## config.mk

```make
export PLATFORM = sky130hd
export DESIGN_NAME = rev_integrator
export DESIGN_NICKNAME = d
export VERILOG_FILES = /design/src/rtl/rev_int_pkg.sv /design/src/rtl/ri_edge_sync.sv /design/src/rtl/ri_gate_fsm.sv /design/src/rtl/ri_accum.sv /design/src/rtl/rev_integrator.sv
export SDC_FILE = /design/constraint.sdc
export NUM_CORES = 1
export LEC_CHECK = 0
export ABC_CLOCK_PERIOD_IN_PS = 6500
export CELL_PAD_IN_SITES_DETAIL_PLACEMENT = 2
export CELL_PAD_IN_SITES_GLOBAL_PLACEMENT = 2
export CORE_MARGIN = 8
export CORE_UTILIZATION = 44
export DETAILED_ROUTE_END_ITERATION = 6
export DONT_BUFFER_PORTS = 1
export GPL_ROUTABILITY_DRIVEN = 0
export PLACE_DENSITY = 0.86
export SYNTH_ARGS = -nofsm -noshare
export SYNTH_HDL_FRONTEND = slang
export SYNTH_SLANG_ARGS = --single-unit
```

## constraint.sdc

```tcl
create_clock -name clk -period 6.5 [get_ports clk]
set_input_delay 0.65 -clock clk [delete_from_list [all_inputs] [get_ports clk]]
set_output_delay 0.65 -clock clk [all_outputs]
set_load 0.05 [all_outputs]
```

## src/rtl/rev_int_pkg.sv

```systemverilog
package rev_int_pkg;

    typedef enum logic [1:0] {
        ST_IDLE  = 2'd0,
        ST_WAIT  = 2'd1,
        ST_ACCUM = 2'd2,
        ST_DONE  = 2'd3
    } gate_state_e;

    typedef struct packed {
        gate_state_e state;
        logic        dg;
    } gate_regs_t;

endpackage

```

## src/rtl/ri_edge_sync.sv

```systemverilog
module ri_edge_sync #(
    parameter int STAGES = 2
) (
    input  logic clk,
    input  logic rst_n,
    input  logic async_i,
    output logic rise_o
);

    typedef struct packed {
        logic [STAGES-1:0] sync;
        logic              last;
    } sync_regs_t;

    sync_regs_t r_d, r_q;

    always_comb begin
        r_d      = r_q;
        r_d.sync = {r_q.sync[STAGES-2:0], async_i};
        r_d.last = r_q.sync[STAGES-1];
        rise_o   = r_q.sync[STAGES-1] & ~r_q.last;
    end

    always_ff @(posedge clk or negedge rst_n) begin
        if (!rst_n) r_q <= '0;
        else        r_q <= r_d;
    end

    // a detected edge never lasts more than one cycle
    p_single_cycle_r11: assert property (@(posedge clk) disable iff (!rst_n)
        rise_o |=> !rise_o);

endmodule

```

## src/rtl/ri_gate_fsm.sv

```systemverilog
module ri_gate_fsm
    import rev_int_pkg::*;
(
    input  logic clk,
    input  logic rst_n,
    input  logic arm_i,
    input  logic ack_i,
    input  logic idx_rise_i,
    input  logic tick_rise_i,
    output logic clr_o,
    output logic add_o,
    output logic latch_o,
    output logic data_good_o
);

    gate_regs_t r_d, r_q;
    logic       in_accum;

    always_comb begin
        r_d     = r_q;
        clr_o   = 1'b0;
        add_o   = 1'b0;
        latch_o = 1'b0;
        unique case (r_q.state)
            ST_IDLE: begin
                if (arm_i) r_d.state = ST_WAIT;
            end
            ST_WAIT: begin
                if (idx_rise_i) begin
                    r_d.state = ST_ACCUM;
                    clr_o     = 1'b1;
                    add_o     = tick_rise_i;
                end
            end
            ST_ACCUM: begin
                if (idx_rise_i) begin
                    r_d.state = ST_DONE;
                    r_d.dg    = 1'b1;
                    latch_o   = 1'b1;
                end else begin
                    add_o = tick_rise_i;
                end
            end
            ST_DONE: begin
                if (ack_i) begin
                    r_d.state = ST_IDLE;
                    r_d.dg    = 1'b0;
                end
            end
            default: r_d.state = ST_IDLE;
        endcase
    end

    always_ff @(posedge clk or negedge rst_n) begin
        if (!rst_n) r_q <= '{state: ST_IDLE, dg: 1'b0};
        else        r_q <= r_d;
    end

    assign data_good_o = r_q.dg;
    assign in_accum    = (r_q.state == ST_ACCUM);

    // flag held until acknowledged
    p_dg_hold_r8: assert property (@(posedge clk) disable iff (!rst_n)
        (data_good_o && !ack_i) |=> data_good_o);

    // acknowledge drops the flag on the next edge
    p_ack_release_r8: assert property (@(posedge clk) disable iff (!rst_n)
        (data_good_o && ack_i) |=> !data_good_o);

    // the window only opens on an index edge
    p_open_on_index_r3: assert property (@(posedge clk) disable iff (!rst_n)
        $rose(in_accum) |-> $past(idx_rise_i));

    // idle is left only by an arm request
    p_idle_needs_arm_r10: assert property (@(posedge clk) disable iff (!rst_n)
        (r_q.state == ST_IDLE && !arm_i) |=> (r_q.state == ST_IDLE));

    // flag rises only when a window closes
    p_dg_from_close_r5: assert property (@(posedge clk) disable iff (!rst_n)
        $rose(data_good_o) |-> ($past(in_accum) && $past(idx_rise_i)));

endmodule

```

## src/rtl/ri_accum.sv

```systemverilog
module ri_accum #(
    parameter int DATA_W = 24,
    parameter int ACC_W  = 48,
    parameter int CNT_W  = 17
) (
    input  logic                     clk,
    input  logic                     rst_n,
    input  logic                     clr_i,
    input  logic                     add_i,
    input  logic                     latch_i,
    input  logic [DATA_W-1:0]        sample_i,
    output logic signed [ACC_W-1:0]  sum_o,
    output logic [CNT_W-1:0]         count_o
);

    localparam int EXT_W = ACC_W - DATA_W;

    typedef struct packed {
        logic signed [ACC_W-1:0] acc;
        logic [CNT_W-1:0]        cnt;
        logic signed [ACC_W-1:0] res;
        logic [CNT_W-1:0]        rcnt;
    } acc_regs_t;

    acc_regs_t               r_d, r_q;
    logic signed [ACC_W-1:0] sample_ext;

    assign sample_ext = {{EXT_W{sample_i[DATA_W-1]}}, sample_i};

    always_comb begin
        r_d = r_q;
        if (clr_i) begin
            r_d.acc = add_i ? sample_ext : '0;
            r_d.cnt = add_i ? CNT_W'(1) : '0;
        end else if (add_i) begin
            r_d.acc = r_q.acc + sample_ext;
            r_d.cnt = r_q.cnt + CNT_W'(1);
        end
        if (latch_i) begin
            r_d.res  = r_q.acc;
            r_d.rcnt = r_q.cnt;
        end
    end

    always_ff @(posedge clk or negedge rst_n) begin
        if (!rst_n) r_q <= '0;
        else        r_q <= r_d;
    end

    assign sum_o   = r_q.res;
    assign count_o = r_q.rcnt;

    // without a tick the running count and sum stay put
    p_idle_hold_r12: assert property (@(posedge clk) disable iff (!rst_n)
        (!clr_i && !add_i) |=> ($stable(r_q.acc) && $stable(r_q.cnt)));

    // each added sample bumps the count by exactly one
    p_count_step_r12: assert property (@(posedge clk) disable iff (!rst_n)
        (!clr_i && add_i) |=> (r_q.cnt == $past(r_q.cnt) + CNT_W'(1)));

    // the closing cycle adds nothing to the latched result
    p_close_excl_r7: assert property (@(posedge clk) disable iff (!rst_n)
        latch_i |=> (r_q.res == $past(r_q.acc)));

endmodule

```

## src/rtl/rev_integrator.sv

```systemverilog
module rev_integrator #(
    parameter int DATA_W      = 24,
    parameter int ACC_W       = 48,
    parameter int MAX_SAMPLES = 65536,
    parameter int CNT_W       = $clog2(MAX_SAMPLES + 1),
    parameter int SYNC_STAGES = 2
) (
    input  logic                    clk,
    input  logic                    rst_n,
    input  logic                    arm_i,
    input  logic                    ack_i,
    input  logic                    index_i,
    input  logic                    tick_i,
    input  logic [DATA_W-1:0]       sample_i,
    output logic                    data_good_o,
    output logic signed [ACC_W-1:0] sum_o,
    output logic [CNT_W-1:0]        count_o
);

    localparam int N_CH    = 2;
    localparam int CH_IDX  = 0;
    localparam int CH_TICK = 1;

    logic [N_CH-1:0] raw;
    logic [N_CH-1:0] rise;
    logic            clr, add, latch;

    assign raw[CH_IDX]  = index_i;
    assign raw[CH_TICK] = tick_i;

    for (genvar g = 0; g < N_CH; g++) begin : g_sync
        ri_edge_sync #(.STAGES(SYNC_STAGES)) u_sync (
            .clk    (clk),
            .rst_n  (rst_n),
            .async_i(raw[g]),
            .rise_o (rise[g])
        );
    end

    ri_gate_fsm u_fsm (
        .clk        (clk),
        .rst_n      (rst_n),
        .arm_i      (arm_i),
        .ack_i      (ack_i),
        .idx_rise_i (rise[CH_IDX]),
        .tick_rise_i(rise[CH_TICK]),
        .clr_o      (clr),
        .add_o      (add),
        .latch_o    (latch),
        .data_good_o(data_good_o)
    );

    ri_accum #(.DATA_W(DATA_W), .ACC_W(ACC_W), .CNT_W(CNT_W)) u_acc (
        .clk     (clk),
        .rst_n   (rst_n),
        .clr_i   (clr),
        .add_i   (add),
        .latch_i (latch),
        .sample_i(sample_i),
        .sum_o   (sum_o),
        .count_o (count_o)
    );

    // a held result does not move while the flag stays up
    p_hold_result_r9: assert property (@(posedge clk) disable iff (!rst_n)
        (data_good_o && $past(data_good_o)) |-> ($stable(sum_o) && $stable(count_o)));

    // results only change when the flag rises
    p_result_on_flag_r2: assert property (@(posedge clk) disable iff (!rst_n)
        !$stable(sum_o) |-> $rose(data_good_o));

endmodule

```

Word-level counts from Yosys, hierarchy flattened
Index checks and enable logic that the tools add are counted.

word-level totals
  flip-flop bits (word level) = 139
  bits of input ports = 30
  output and inout port bits = 66

operators by class
  add/subtract/negate cells = 2
  eq/ne operators = 7
  mux-type cells = 16
  bitwise gates (word level) = 4
  reduce and logical (&&, ||, !) cells = 5

operators by type and width
  operator                                                          number
  65-bit two-way mux                                                2
  48-bit by 24-bit adder with 48-bit output                         1
  48-bit two-way mux                                                1
  17-bit by 1-bit adder with 17-bit output (second input constant)  1
  2-bit != test (second input constant)                             4
  2-bit case mux with 4 select lines                                1
  1-bit two-way mux                                                 6
  3-bit two-way mux                                                 2
  2-bit == test (second input constant)                             2
  2-bit two-way mux                                                 2
  1-bit case mux with 2 select lines                                2
  4-bit AND reduction                                               1
  2-bit nonzero test                                                2
  3-bit AND reduction                                               1
  1-bit bitwise AND                                                 2
  2-bit by 1-bit == test with 1-bit output (second input constant)  1
  2-bit zero test                                                   1
  1-bit NOT                                                         2

Logic depth before layout (Yosys ltp)
  word-level depth = 6
  depth in mapped cells = 12
  gate-level depth less buffers = 12

By module
From an unflattened synthesis, not the netlist that was laid out.

unflattened totals
  cells, all modules = 896
  area, all modules = 8821.0 um^2

modules (own cells, without submodules)
  module        instances  cells each  area an instance (um^2)
  ri_accum      1          865         8380.5
  ri_gate_fsm   1          23          262.8
  ri_edge_sync  2          4           88.8

Worst setup path before layout
No wires, ideal clock.

  path type = in2reg
  start point = in sample_i[0]
  end point = reg u_acc.r_q[122] (netlist name)
  setup time = 0.123 ns
  data arrival time = 2.919 ns
  path slack = 3.458 ns
  stages on the path = 12
  cell sequence = ha_1 -> inv_1 -> fa_1 -> nor2b_1 -> o211ai_2 -> a31oi_4 -> o21ai_4 -> o41ai_4 -> a31oi_2 -> o211ai_1 -> o31ai_1 -> o221a_1

on the way
  cells in the longest elaborated chain, start to end = 3

RTL lines
  item                                       line                  source
  start: declaration                         rev_integrator.sv:14  input logic [DATA_W-1:0] sample_i,
  48-bit by 24-bit adder with 48-bit output  ri_accum.sv:36        r_d.acc = r_q.acc + sample_ext;
  65-bit two-way mux                         ri_accum.sv:35        end else if (add_i) begin
  65-bit two-way mux                         ri_accum.sv:32        if (clr_i) begin
  end signal: assignment                     ri_accum.sv:47        else r_q <= r_d;
  end: declaration                           ri_accum.sv:25        acc_regs_t r_d, r_q;

Every way passes these cells. The select of a mux whose other input is x is not followed.
A chain may end at the register's enable or synchronous reset.

Worst setup path in the final report
  start point = reg u_fsm.r_q[1] (netlist name)
  end point = reg u_acc.r_q[114] (netlist name)

on the way
  cells in the longest elaborated chain, start to end = 4
  elaborated cells on any way between the ends = 7
  those cells by class = eq/ne: 2; mux: 4; reduce/logical: 1

RTL lines
  item                                                                              line               source
  start: declaration                                                                ri_gate_fsm.sv:16  gate_regs_t r_d, r_q;
  start signal: assignment                                                          ri_gate_fsm.sv:55  if (!rst_n) r_q <= '{state: ST_IDLE, dg: 1'b0};
  start signal: assignment                                                          ri_gate_fsm.sv:56  else r_q <= r_d;
  2-bit == test / 2-bit by 1-bit == test with 1-bit output (equally long branches)  n/a
  1-bit case mux with 2 select lines                                                ri_gate_fsm.sv:24  unique case (r_q.state)
  48-bit two-way mux                                                                ri_accum.sv:33     r_d.acc = add_i ? sample_ext : '0;
  65-bit two-way mux                                                                ri_accum.sv:32

Parallel ways exist; a longest one is shown, timed or not.

==> flow_metrics.tcl <==
set metrics [dict create \
    r2r_slack_ns 3.07 \
    syn_area_mm2 0.00896 \
    drv_slew 0 \
    layout_setup_ws_ns 3.07 \
    ys_types 71 \
    fin_crit_ns 3.43 \
    max_freq_ghz 0.292 \
    cp_top_family "simple AND/OR/NAND/NOR gates" \
    dr_total_vias 6844 \
    die_w_um 159 \
    synth_edf_count 0 \
    path_clk_slew_ns 0.07 \
    pre_cts_ws_ns 3.00 \
    ys_ff_latch 139 \
    firstDrtPassIters 4 \
    synthCells 948 \
    ys_warn_count 0 \
    cp_slowest_stage_delay_ns 0.92 \
    grt-ovfl-total 0 \
    drive_above_1_share 0.137 \
    tightest_slew_ns 1.07 \
    grt_pass1_vias 7812 \
    stdcell_count 1143 \
    io_pins 96 \
    setup_viol 0 \
    cp_num_buf_inv 2 \
    cts_tree "yes" \
    reg2reg_depth 9 \
    ant_nets 0 \
    hold_viol_final 0 \
    cts_setup_buffers 0 \
    crit_path_max_fanout 26 \
    drt-vias-per-instance 5.99 \
    synth-main-ff-cell "dfrtp_1" \
    cp_slowest_cell "and3_1" \
    synth_nets 1031 \
    max_cap_viol_count 0 \
    synth_area_leaders "dfrtp_1, mux2_2, ha_1" \
    crit_arrival_ns 3.76 \
    worstSetupPathType "reg2reg" \
    rows 52 \
    fin_setup_tns_ns 0 \
    worst_ep_required_time_ns 6.84 \
    synth_top_area_share 0.388 \
    design.die.area_mm2 0.0252 \
    nNetsFinal 943 \
    cts_inserted_buffers 17 \
    die_y_um 159 \
    dp.final_hpwl_um 18200 \
    layout_commonest_cell "dfrtp_1" \
    async_flop_share 1.00 \
    root_buffer "clkbuf_16" \
    slew-limit-headroom 0.286 \
    skew_ns 0.0118 \
    grt_max_degree 140 \
    synth_top_cell_by_area "dfrtp_1" \
    coreArea_mm2 0.0201 \
    n_antenna_cell 0 \
    power_leakage_uw 0.00423 \
    antenna_found_initial 0 \
    final_cell_mix "dfrtp_1, nand2_1, a21oi_1, o21ai_0, mux2_2" \
    clock_latency_ns 0.44 \
    route.detailed.drc 0 \
    place_inst 1110 \
    cts.path.max_buffers 2 \
    avgRoutedWirePerCell_um 23.9 \
    io_buffers 0 \
    syn_to_final_growth_pct 3.99 \
    wl_um 27300 \
    ir_drop_v 0.000241 \
    p_per_area_mw_per_mm2 551 \
    avgSynthCellArea_um2 9.46 \
    fin_crit_sh 0.527 \
    grt.total_usage 0.217 \
    ys_seq_area_frac 0.388 \
    crit_chain "inv_1 -> ha_1 -> and3b_1 -> and3_1 -> a22oi_1 -> buf_4 -> nand2_1 -> o21ai_0 -> nor3_1" \
    status "finished clean" \
    power_uw 5130 \
    crit_cells 9 \
    grt_pass1_wl_um 44400 \
    initial_core_util 0.446 \
    cts_sinks 139 \
    htreeDepth 4 \
    hp-class "in2async" \
    start_kind "flop" \
    critPathCaptureType "flop" \
    rsz0062_at_grt "no" \
    drt_first_iter_violations 213 \
]
[routing by layer]
layer,part of all wire,vias to the layer above,global-route usage
met3,0.053,56,0.0631
met2,0.50,139,0.379
met5,0,-,0
li1,-,3137,-
met4,0.027,0,0.0797
met1,0.42,3512,0.247
[Yosys cell counts (3+ instances only)]
library cell,n
nor2b_1,12
clkbuf_1,38
a21o_1,28
nor4_1,4
a221o_1,3
nand2b_1,5
buf_2,6
o21ai_0,69
and4_1,3
buf_1,3
mux2_2,65
a211oi_1,5
a21oi_1,87
buf_4,65
nand4_1,14
o21bai_1,6
or3_1,7
o21a_1,8
a31oi_1,4
nor2_1,54
nand3_1,16
xnor2_1,20
nor3_1,9
nand2_1,90
o31ai_1,7
xor2_1,30
a22o_1,11
a41oi_1,3
o211ai_1,3
o21ai_1,5
and2_1,3
and3_1,12
dfrtp_1,139
ha_1,52
inv_1,19
[registers in the layout (all words and copies together), names as in the netlist]
register	cells
g_sync.u_sync.r_d	4
u_acc.count_o	17
u_acc.r_q	65
u_acc.sum_o	48
g_sync.u_sync.r_q	2
u_fsm.r_q	2
u_fsm.data_good_o	1
[where the power goes]
| part | leakage, uW | internal (uW) | switching, uW |
|---|---|---|---|
| clock network | 0.000302 | 588 | 459 |
| registers | 0.00175 | 1150 | 776 |
| logic | 0.00218 | 873 | 1290 |
| total | 0.00423 | 2610 | 2530 |
[metrics by stage]
stage	utilization	instance area, um^2	hold WS (ns)
2_1_floorplan	-	8960	0.331
3_3_place_gp	0.432	8680	0.338
3_5_place_dp	0.432	8680	0.336
4_1_cts	0.464	9320	0.220
5_1_grt	0.464	9320	0.183
6_report	0.464	9320	0.152
[layout make-up]
type | instances | area [um^2]
Clock inverter | 15 | 193
Clock buffer | 17 | 425
Inverter | 19 | 71.3
Tap cell | 270 | 338
Timing Repair Buffer | 6 | 65.1
Multi-Input combinational cell | 677 | 4750
Fill cell | 2069 | 10800
Sequential cell | 139 | 3480
[logic make-up after synthesis]
family | Yosys count | synth area share
simple gates | 237 | 0.124
compound gates | 270 | 0.197
xor+xnor | 50 | 0.0488
buf+inv | 132 | 0.0835
fa+ha+maj | 53 | 0.0748
mux | 67 | 0.0839
flops | 139 | 0.388
[path summary, 6_finish.rpt]
check | from | endpoint
min in group clk | index_i | g_sync[0].u_sync.r_d[2]
worst min register to register | g_sync[0].u_sync.r_d[2] | g_sync[0].u_sync.r_d[0]
worst max-delay path | u_fsm.r_q[1] | u_acc.r_q[114]
worst min-delay path | rst_n | u_acc.r_q[113]
worst max register to register | u_fsm.r_q[1] | u_acc.r_q[114]
max in group asynchronous | rst_n | u_acc.sum_o[16]
[repair_timing]
action	4_1_cts	5_1_grt
gates resized for setup	0	0
hold buffers	1	0
hold endpoints to repair	139	0
No activity file was read; power rests on OpenSTA's default activity.
